===== src/rtl/mt_cache_pkg.sv =====
package mt_cache_pkg;
  typedef enum logic [1:0] {
    MT_WB  = 2'b00,
    MT_CD  = 2'b01,
    MT_UC  = 2'b10,
    MT_UC2 = 2'b11
  } memType_t;

  typedef enum logic [1:0] {
    MS_WORD   = 2'b00,
    MS_VICTIM = 2'b01,
    MS_FILL   = 2'b10
  } memSel_t;

  typedef struct packed {
    logic    capReq;
    logic    fillLine;
    logic    hitWrite;
    logic    cleanLine;
    logic    dropLine;
    logic    capMem;
    logic    capHit;
    memSel_t memSel;
  } ctlStrobe_t;
endpackage


===== src/rtl/mt_cache_datapath.sv =====
module mt_cache_datapath
  import mt_cache_pkg::*;
#(
  parameter int ADDR_W     = 32,
  parameter int WORD_W     = 32,
  parameter int LINES      = 16,
  parameter int LINE_WORDS = 4
) (
  input  logic                         clk,
  input  logic                         rstN,
  input  ctlStrobe_t                   ctl,
  input  logic                         cpuWe,
  input  logic [1:0]                   cpuType,
  input  logic [ADDR_W-1:0]            cpuAddr,
  input  logic [WORD_W-1:0]            cpuWdata,
  input  logic [LINE_WORDS*WORD_W-1:0] memRdata,
  output memType_t                     reqType,
  output logic                         reqWe,
  output logic                         hit,
  output logic                         victimDirty,
  output logic [ADDR_W-1:0]            memAddr,
  output logic [LINE_WORDS*WORD_W-1:0] memWdata,
  output logic [WORD_W-1:0]            rdata
);
  localparam int LINE_W = LINE_WORDS * WORD_W;
  localparam int BYTE_W = $clog2(WORD_W / 8);
  localparam int WSEL_W = $clog2(LINE_WORDS);
  localparam int OFF_W  = BYTE_W + WSEL_W;
  localparam int IDX_W  = $clog2(LINES);
  localparam int TAG_W  = ADDR_W - IDX_W - OFF_W;

  logic [ADDR_W-1:0] reqAddr;
  logic [WORD_W-1:0] reqWdata;
  logic [LINES-1:0]  validArr, dirtyArr;
  logic [TAG_W-1:0]  tagArr  [LINES];
  logic [LINE_W-1:0] dataArr [LINES];

  logic [IDX_W-1:0]  reqIdx;
  logic [TAG_W-1:0]  reqTag;
  logic [WSEL_W-1:0] wordSel;

  assign reqIdx  = reqAddr[OFF_W +: IDX_W];
  assign reqTag  = reqAddr[ADDR_W-1 -: TAG_W];
  assign wordSel = reqAddr[BYTE_W +: WSEL_W];

  assign hit         = validArr[reqIdx] && (tagArr[reqIdx] == reqTag);
  assign victimDirty = validArr[reqIdx] && dirtyArr[reqIdx];

  always_ff @(posedge clk) begin
    if (!rstN) begin
      reqAddr  <= '0;
      reqWdata <= '0;
      reqWe    <= 1'b0;
      reqType  <= MT_WB;
      validArr <= '0;
      dirtyArr <= '0;
      rdata    <= '0;
    end else begin
      if (ctl.capReq) begin
        reqAddr  <= cpuAddr;
        reqWdata <= cpuWdata;
        reqWe    <= cpuWe;
        reqType  <= memType_t'(cpuType);
      end
      if (ctl.fillLine) begin
        validArr[reqIdx] <= 1'b1;
        dirtyArr[reqIdx] <= 1'b0;
      end else if (ctl.hitWrite) begin
        dirtyArr[reqIdx] <= 1'b1;
      end else if (ctl.cleanLine) begin
        dirtyArr[reqIdx] <= 1'b0;
      end else if (ctl.dropLine) begin
        validArr[reqIdx] <= 1'b0;
        dirtyArr[reqIdx] <= 1'b0;
      end
      if (ctl.capHit) rdata <= dataArr[reqIdx][wordSel*WORD_W +: WORD_W];
      else if (ctl.capMem) rdata <= memRdata[WORD_W-1:0];
    end
  end

  always_ff @(posedge clk) begin
    if (ctl.fillLine) begin
      dataArr[reqIdx] <= memRdata;
      tagArr[reqIdx]  <= reqTag;
    end else if (ctl.hitWrite) begin
      dataArr[reqIdx][wordSel*WORD_W +: WORD_W] <= reqWdata;
    end
  end

  always_comb begin
    memWdata = {{(LINE_W-WORD_W){1'b0}}, reqWdata};
    case (ctl.memSel)
      MS_VICTIM: begin
        memAddr  = {tagArr[reqIdx], reqIdx, {OFF_W{1'b0}}};
        memWdata = dataArr[reqIdx];
      end
      MS_FILL: memAddr = {reqTag, reqIdx, {OFF_W{1'b0}}};
      default: memAddr = reqAddr;
    endcase
  end


  fill_wb_only_chk: assert property (@(posedge clk) disable iff (!rstN)
    ctl.fillLine |-> (reqType == MT_WB));

  drop_clears_hit_chk: assert property (@(posedge clk) disable iff (!rstN)
    ctl.dropLine |=> !hit);

  fill_after_clean_chk: assert property (@(posedge clk) disable iff (!rstN)
    ctl.fillLine |-> !victimDirty);
endmodule


===== src/rtl/mt_cache_control.sv =====
module mt_cache_control
  import mt_cache_pkg::*;
(
  input  logic       clk,
  input  logic       rstN,
  input  logic       cpuReq,
  input  logic       memAck,
  input  logic       flushAck,
  input  memType_t   reqType,
  input  logic       reqWe,
  input  logic       hit,
  input  logic       victimDirty,
  output ctlStrobe_t ctl,
  output logic       cpuReady,
  output logic       cpuDone,
  output logic       memReq,
  output logic       memWe,
  output logic       memLine,
  output logic       flushReq
);
  typedef enum logic [2:0] {
    S_IDLE, S_LOOK, S_FLUSH, S_EVICT, S_FILL, S_WORD, S_DONE
  } state_t;

  state_t state, nextState;
  logic   flushDone;
  logic   isUc;

  assign isUc = (reqType == MT_UC) || (reqType == MT_UC2);

  always_comb begin
    nextState = state;
    ctl       = '0;
    ctl.memSel = MS_WORD;
    cpuReady  = 1'b0;
    cpuDone   = 1'b0;
    memReq    = 1'b0;
    memWe     = 1'b0;
    memLine   = 1'b0;
    flushReq  = 1'b0;
    case (state)
      S_IDLE: begin
        cpuReady = 1'b1;
        if (cpuReq) begin
          ctl.capReq = 1'b1;
          nextState  = S_LOOK;
        end
      end
      S_LOOK: begin
        case (reqType)
          MT_WB: begin
            if (hit) begin
              ctl.hitWrite = reqWe;
              ctl.capHit   = !reqWe;
              nextState    = S_DONE;
            end else if (victimDirty) nextState = S_EVICT;
            else nextState = S_FILL;
          end
          MT_CD: begin
            if (hit && victimDirty) nextState = S_EVICT;
            else begin
              ctl.dropLine = hit;
              nextState    = S_WORD;
            end
          end
          default: nextState = S_FLUSH;
        endcase
      end
      S_FLUSH: begin
        flushReq = 1'b1;
        if (flushAck) nextState = S_WORD;
      end
      S_EVICT: begin
        memReq     = 1'b1;
        memWe      = 1'b1;
        memLine    = 1'b1;
        ctl.memSel = MS_VICTIM;
        if (memAck) begin
          if (reqType == MT_WB) begin
            ctl.cleanLine = 1'b1;
            nextState     = S_FILL;
          end else begin
            ctl.dropLine = 1'b1;
            nextState    = S_WORD;
          end
        end
      end
      S_FILL: begin
        memReq     = 1'b1;
        memLine    = 1'b1;
        ctl.memSel = MS_FILL;
        if (memAck) begin
          ctl.fillLine = 1'b1;
          nextState    = S_LOOK;
        end
      end
      S_WORD: begin
        memReq = 1'b1;
        memWe  = reqWe;
        if (memAck) begin
          ctl.capMem = 1'b1;
          nextState  = S_DONE;
        end
      end
      default: begin
        cpuDone   = 1'b1;
        nextState = S_IDLE;
      end
    endcase
  end

  always_ff @(posedge clk) begin
    if (!rstN) begin
      state     <= S_IDLE;
      flushDone <= 1'b0;
    end else begin
      state <= nextState;
      if (ctl.capReq) flushDone <= 1'b0;
      else if (flushReq && flushAck) flushDone <= 1'b1;
    end
  end


  uc_after_flush_chk: assert property (@(posedge clk) disable iff (!rstN)
    (memReq && !memLine && isUc) |-> flushDone);

  flush_hold_chk: assert property (@(posedge clk) disable iff (!rstN)
    (flushReq && !flushAck) |=> flushReq);

  flush_uc_only_chk: assert property (@(posedge clk) disable iff (!rstN)
    flushReq |-> (isUc && !memReq));

  done_busy_chk: assert property (@(posedge clk) disable iff (!rstN)
    cpuDone |-> !cpuReady);

  mem_hold_chk: assert property (@(posedge clk) disable iff (!rstN)
    (memReq && !memAck) |=> memReq);
endmodule


===== src/rtl/mt_cache_ctrl.sv =====
module mt_cache_ctrl
  import mt_cache_pkg::*;
#(
  parameter int ADDR_W     = 32,
  parameter int WORD_W     = 32,
  parameter int LINES      = 16,
  parameter int LINE_WORDS = 4
) (
  input  logic                         clk,
  input  logic                         rstN,
  input  logic                         cpuReq,
  input  logic                         cpuWe,
  input  logic [1:0]                   cpuType,
  input  logic [ADDR_W-1:0]            cpuAddr,
  input  logic [WORD_W-1:0]            cpuWdata,
  output logic                         cpuReady,
  output logic                         cpuDone,
  output logic [WORD_W-1:0]            cpuRdata,
  output logic                         memReq,
  output logic                         memWe,
  output logic                         memLine,
  output logic [ADDR_W-1:0]            memAddr,
  output logic [LINE_WORDS*WORD_W-1:0] memWdata,
  input  logic [LINE_WORDS*WORD_W-1:0] memRdata,
  input  logic                         memAck,
  output logic                         flushReq,
  input  logic                         flushAck
);
  ctlStrobe_t ctl;
  memType_t   reqType;
  logic       reqWe, hit, victimDirty;

  mt_cache_control u_ctrl (
    .clk(clk), .rstN(rstN), .cpuReq(cpuReq), .memAck(memAck),
    .flushAck(flushAck), .reqType(reqType), .reqWe(reqWe), .hit(hit),
    .victimDirty(victimDirty), .ctl(ctl), .cpuReady(cpuReady),
    .cpuDone(cpuDone), .memReq(memReq), .memWe(memWe),
    .memLine(memLine), .flushReq(flushReq)
  );

  mt_cache_datapath #(
    .ADDR_W(ADDR_W), .WORD_W(WORD_W), .LINES(LINES), .LINE_WORDS(LINE_WORDS)
  ) u_dp (
    .clk(clk), .rstN(rstN), .ctl(ctl), .cpuWe(cpuWe), .cpuType(cpuType),
    .cpuAddr(cpuAddr), .cpuWdata(cpuWdata), .memRdata(memRdata),
    .reqType(reqType), .reqWe(reqWe), .hit(hit), .victimDirty(victimDirty),
    .memAddr(memAddr), .memWdata(memWdata), .rdata(cpuRdata)
  );
endmodule


===== config.mk =====
export PLATFORM = sky130hd
export DESIGN_NAME = mt_cache_ctrl
export DESIGN_NICKNAME = d
export VERILOG_FILES = /design/src/rtl/mt_cache_pkg.sv /design/src/rtl/mt_cache_datapath.sv /design/src/rtl/mt_cache_control.sv /design/src/rtl/mt_cache_ctrl.sv
export SDC_FILE = /design/constraint.sdc
export NUM_CORES = 2
export LEC_CHECK = 0
export ABC_AREA = 1
export BUFFER_PORTS_ARGS = -buffer_cell sky130_fd_sc_hd__buf_4
export CAP_MARGIN = 10
export CORE_UTILIZATION = 33
export CTS_CLUSTER_DIAMETER = 60
export DETAILED_ROUTE_END_ITERATION = 10
export PLACE_DENSITY = 0.49
export SLEW_MARGIN = 20
export SYNTH_ARGS = -nofsm -noshare
export SYNTH_HDL_FRONTEND = slang
export SYNTH_SLANG_ARGS = --single-unit

===== constraint.sdc =====
create_clock -name clk -period 5.6 [get_ports clk]
set_input_delay 0.84 -clock clk [delete_from_list [all_inputs] [get_ports clk]]
set_output_delay 0.84 -clock clk [all_outputs]
set_load 0.01 [all_outputs]

## Yosys cells after proc, flatten, opt, wreduce, memory -nomap -nowiden

Memories as Yosys holds them, arrays and structs flattened. A register that Yosys moved wholly into a read port is not among the register bits.
Index checks and enable logic that the tools add are counted.

| storage, ports and cells | value |
|---|---|
| memory bits (writable) | 2432 |
| memories kept | 2 |
| input port bits | 200 |
| logic and storage cells | 371 |
| flip-flop bits (word level) | 134 |
| output and inout port bits | 198 |

| cells by class | value |
|---|---|
| bitwise gates (word level) | 133 |
| multiplexer cells | 191 |
| add/sub/neg operators | 1 |
| shifts and indexed selects | 3 |
| reductions and logical operators | 15 |
| magnitude comparators | 2 |
| eq/ne operators | 16 |

Memories:

| memory | words | width | read ports | clocked after Yosys merged registers in | write ports | RTL line | RTL |
|---|---|---|---|---|---|---|---|
| u_dp.dataArr | 16 | 128 | 1 | 1 | 1 | mt_cache_datapath.sv:36 | `logic [LINE_W-1:0] dataArr [LINES];` |
| u_dp.tagArr | 16 | 24 | 1 | 1 | 1 | mt_cache_datapath.sv:35 | `logic [TAG_W-1:0] tagArr [LINES];` |

Operators by type and width:

| kind | count |
|---|---|
| $mux W128 | 2 |
| $mux W1 | 157 |
| $mux W16 | 8 |
| $or A1 B1 Y1 | 128 |
| $shift A32 B34 Y128 const A | 1 |
| $shiftx A128 B8 Y32 | 1 |
| $shiftx A32 B34 Y128 | 1 |
| $mux W32 | 2 |
| $pmux W32 S2 | 1 |
| $neg A7 Y34 | 1 |
| $and A16 B16 Y16 | 2 |
| $or A16 B16 Y16 | 2 |
| $eq A24 B24 Y1 | 1 |
| $mux W3 | 8 |
| $pmux W3 S6 | 1 |
| $mux W4 | 4 |
| $not A16 Y16 | 1 |
| $ne A2 B2 Y1 const B | 5 |
| $bmux W1 S4 | 2 |
| $eq A3 B2 Y1 const B | 2 |
| $eq A3 B3 Y1 const B | 2 |
| $pmux W3 S2 | 1 |
| $reduce_or A6 Y1 | 1 |
| $lt A4 B5 Y1 const B | 1 |
| other kinds (19) | 26 |

## Longest topological paths before layout

| depth | value |
|---|---|
| word-level depth | 11 |
| gate-level depth with buffers | 25 |
| gate-level depth less buffers | 22 |

## Modules after synthesis

From an unflattened synthesis, not the netlist that was laid out.

| unflattened totals | value |
|---|---|
| cells, all modules | 9644 |
| area, all modules | 107126.5 µm² |

Modules (own cells, without submodules):

| module | sequential area each (µm²) | cells an instance | area each (µm²) | times used |
|---|---|---|---|---|
| mt_cache_datapath | 75732.6 | 9562 | 106696.1 | 1 |
| mt_cache_control | 60.1 | 82 | 430.4 | 1 |

## Worst setup path before layout

No wires, ideal clock.

| timing path | value |
|---|---|
| path kind | register to register |
| start | reg (tool-made name) |
| end | mem u_dp.dataArr[10][100] in the netlist's numbering, enable pin |
| period minus slack after synthesis | 4050 ps |
| arrival time | 3629 ps |
| cell stages (with the launch flop) | 25 |
| library setup time | 421 ps |
| path slack | 1550 ps |
| path buffers | 5 |
| required time | 5179 ps |
| cells stage by stage | dfxtp_1 > buf_6 > inv_4 > buf_6 > buf_4 > nand2_1 > nand2_1 > nand2_1 > nand3_1 > nand3_1 > nand2_1 > nand2_1 > nand2_1 > nand2_1 > nor2_1 > nand3_1 > nor2_2 > nand2_1 > inv_2 > buf_6 > nand2_2 > nand2_1 > inv_2 > buf_2 > nor2_1 |

RTL lines:

| what | RTL line |
|---|---|
| end: declaration | mt_cache_datapath.sv:36 |

==> impl_results.md <==
* Critical Path End Type: output port
* Root buffer cell: sky130_fd_sc_hd__clkbuf_16
* Initial standard-cell utilization of the core at 0.3318
* Max-Cap Viols at 0
* Final setup vio count at 0
* Final cell count without fillers at 13730
* CP startpoint kind: register
* Top cells by area, synth: sky130_fd_sc_hd__edfxtp_1, sky130_fd_sc_hd__o21ai_0, sky130_fd_sc_hd__nor2_1
* Power, Total at 56.26 mW
* Number of warnings reported in the yosys synthesis log at 0
* Wirelength, routed at 419100 um
* Number of enable flip-flop cells after synthesis at 2432
* Drt pass-1 iters at 6
* Sw Ratio at 0.3553
* Max IR drop VDD at 0.3104 mV
* Nets@finish at 9517
* Wire length of the first global-routing pass at 575500 um
* Final critical delay including setup and external delays at 5.567 ns
* Number of fill cells in the layout at 30180
* Switching power total at 19.99 mW
* Clock latency on the worst-skew pair at 0.91 ns
* Clock tree from TritonCTS: built
* Residual overflow from global routing at 0
* Cell accounting for the most synthesized area: sky130_fd_sc_hd__edfxtp_1
* Core Region at 0.3178 mm2
* Power density cells at 451.6 mW/mm2
* Commonest cells post-synth: sky130_fd_sc_hd__edfxtp_1, sky130_fd_sc_hd__nor2_1, sky130_fd_sc_hd__o21ai_0, sky130_fd_sc_hd__nand2_1, sky130_fd_sc_hd__nand3_1
* Chip height at 567.2 um
* Int Power at 36.27 mW
* Post-synthesis sequential area ratio at 0.7188
* Portion of synthesized cell area occupied by the leading cell type at 0.6926
* Largest net degree at the start of global routing at 197
* Netlist area before placement at 0.1054 mm2
* Overall routing resource usage at 0.2515
* Startpoint-to-endpoint class of the critical path: register to output port
* Data required time at the worst endpoint at 4.76 ns
* Setup repair after global routing missed its margin: false
* Clock buffer count from CTS at 290
* Gate power share at 0.271
* Static leakage at 42.20 nW
* Tightest Hold Check Type: primary input to register
* Final number of max-transition violations at 0
* Detailed Route Iter0 Violations at 9110
* Count of pins on the block boundary at 398
* Clock transition at the registers of the reported paths at 0.06 ns
* DP Wirelength at 257100 um
* Placer Congestion at 0.9310
* Least setup slack across all paths after layout at 0.03299 ns
* Via count of the first global-routing pass at 72990
* Area Growth Syn to Fin at 18.15%
* Synthesized Nets at 9111
* Vias/cell at 5.604
* Synthesized flop and latch total at 2570
* Proportion of power drawn by the clock network at 0.331
* Count of mapped cells out of synthesis at 8906
* Worst EP arrival at 4.73 ns
* Sequential share of power at 0.398
* Slew margin rel. at 0.1836
* Detail Route Antenna Nets at 0
* Setup fix buffers added after clock tree synthesis at 0
* Critical Path Fanout Max at 179
* DRC violations left at 0
* Placed Instances at 13200
* Number of vias in the routed layout at 76950
* Share of the cycle needed by the critical path after routing at 0.9941
* Outcome: finished clean
* Number of different library cells in the post-synthesis netlist at 36
* Bufs on Longest Clock Path at 4
* Final Skew at 0.06937 ns
* Synthesized area per cell at 11.84 um2
* DIE WIDTH at 567.2 um
* Primary flip-flop cell chosen by synthesis mapping: sky130_fd_sc_hd__edfxtp_1
* Number of cell rows at 207
* Pre-CTS setup slack at 0.4656 ns
* Fmax at 0.1796 GHz
* Port bufs at 397
* Antenna violations before repair at 34
* Count of clock tree sinks at 2570
* Transition time of the tightest slew-check pin at 1.212 ns
* Die footprint at 0.3218 mm2
* Utilization after layout at 0.3920
* Cell with the most instances after synthesis: sky130_fd_sc_hd__edfxtp_1
* Accumulated negative setup slack at 0 ns
* Layout cell share with drive strength beyond 1 at 0.1408
* Count of endpoints failing hold in the final timing report at 0
* Clock H-tree levels at 5
* FFs w/ async S/R, synth at 0
* DR WL/cell at 30.52 um
==> per-stage QoR <==
stage | cell area, um2 | hold slack [ns]
after global routing | 124600 | 0.2377
after global placement | 115100 | 0.4439
after detailed placement | 115200 | 0.4570
after CTS | 124400 | 0.2162
after floorplan | 105400 | 0.4300
final | 124600 | 0.2654
==> layer usage <==
layer,part of all wire,global-route usage,wire length (um),vias up
met4,0.088,0.1952,36760,16
met2,0.46,0.3966,191800,3614
met1,0.38,0.3102,160600,39130
li1,-,-,-,33290
met5,0.00022,0,92,-
met3,0.071,0.03877,29790,906
==> critical path, stage by stage, from the launching register on <==
cell and delay (ns):
sky130_fd_sc_hd__dfxtp_4 0.62, sky130_fd_sc_hd__buf_16 0.39, sky130_fd_sc_hd__buf_16 0.44, sky130_fd_sc_hd__o21ai_0 0.20, sky130_fd_sc_hd__o22ai_1 0.22, sky130_fd_sc_hd__nand2_1 0.08
sky130_fd_sc_hd__a32o_1 0.34, sky130_fd_sc_hd__o21ai_0 0.61, sky130_fd_sc_hd__buf_4 0.28, sky130_fd_sc_hd__buf_4 0.13
==> worst paths after layout <==
kind / start / slack [ns] / cells after the start / end
worst min-delay path: cpuAddr[0] / 0.27 / 3 / u_dp.reqAddr[0]$_SDFFE_PN0P_
worst max-delay path: register / 0.03 / 9 / memWdata[14]
worst max register to register: register / 0.44 / 20 / u_dp.dataArr[4][58]$_DFFE_PP_
worst min register to register: u_dp.reqAddr[0]$_SDFFE_PN0P_ / 0.46 / 2 / u_dp.reqAddr[0]$_SDFFE_PN0P_
==> power by group through the flow <==
stage	Sequential, mW	Combinational (mW)	Clock [mW]
finish	22.4	15.3	18.6
global route	22.4	16.0	19.5
CTS	22.3	14.9	18.9
detailed placement	22.7	14.9	0
global placement	22.7	14.8	0
floorplan	22.3	8.06	0
==> cells by family (layout without fill, tap and decap cells) <==
logic type	count (synthesis)	count (layout)	synth area share
AO/OA/AOI/OAI	2319	2319	0.1270
flip-flops	2570	2570	0.7188
AND/OR/NAND/NOR	3073	3073	0.1159
multiplexers	4	4	0.0004272
adder cells (fa/ha/maj)	5	5	0.0005933
other	0	14	0
buffers and inverters	935	1566	0.03732
==> registers in the layout (all words and copies together), names as in the netlist, named ones only <==
name,cells
u_dp.reqWe,1
u_ctrl.state,3
u_dp.reqWdata,32
u_dp.rdata,32
u_dp.reqAddr,32
u_dp.tagArr,384
u_dp.dataArr,2048
u_dp.reqType,2
==> area by class of cell <==
| class | count | area (um2) | share of cell area |
|---|---|---|---|
| antenna | 14 | 35.03 | 0.0002812 |
| clock buffer | 375 | 7836 | 0.06290 |
| clock inverter | 142 | 1301 | 0.01045 |
| inverter | 278 | 1090 | 0.008748 |
| multi-input combinational | 5401 | 26500 | 0.2127 |
| sequential | 2570 | 75810 | 0.6086 |
| tap | 4180 | 5230 | 0.04198 |
| timing repair buffer | 771 | 6774 | 0.05438 |
==> cells in the final DEF, fill, tap and decap left out, types with 11 or more instances in the layout <==
cell type and instances:
sky130_fd_sc_hd__a21oi_1 163, sky130_fd_sc_hd__a31oi_1 60, sky130_fd_sc_hd__buf_12 66, sky130_fd_sc_hd__buf_4 693, sky130_fd_sc_hd__bufinv_16 20, sky130_fd_sc_hd__clkbuf_1 68, sky130_fd_sc_hd__clkbuf_16 299, sky130_fd_sc_hd__clkinv_1 56
sky130_fd_sc_hd__clkinv_2 39, sky130_fd_sc_hd__dfxtp_1 131, sky130_fd_sc_hd__diode_2 14, sky130_fd_sc_hd__edfxtp_1 2432, sky130_fd_sc_hd__inv_1 258, sky130_fd_sc_hd__inv_2 13, sky130_fd_sc_hd__inv_6 11, sky130_fd_sc_hd__nand2_1 1122
sky130_fd_sc_hd__nand3_1 499, sky130_fd_sc_hd__nor2_1 1342, sky130_fd_sc_hd__nor2_4 84, sky130_fd_sc_hd__o211ai_1 89, sky130_fd_sc_hd__o21ai_0 1307, sky130_fd_sc_hd__o21ai_1 102, sky130_fd_sc_hd__o21ai_2 43, sky130_fd_sc_hd__o221ai_1 244
sky130_fd_sc_hd__o22a_1 13, sky130_fd_sc_hd__o22ai_1 268
==> timing repair <==
| item | CTS | global route |
|---|---|---|
| gates resized for setup | 7 | 2 |
| hold buffers | 0 | 0 |
| endpoints found under the setup margin | 8 | 3 |
| cloned | 0 | 1 |
(Power assumes the default switching activity.)
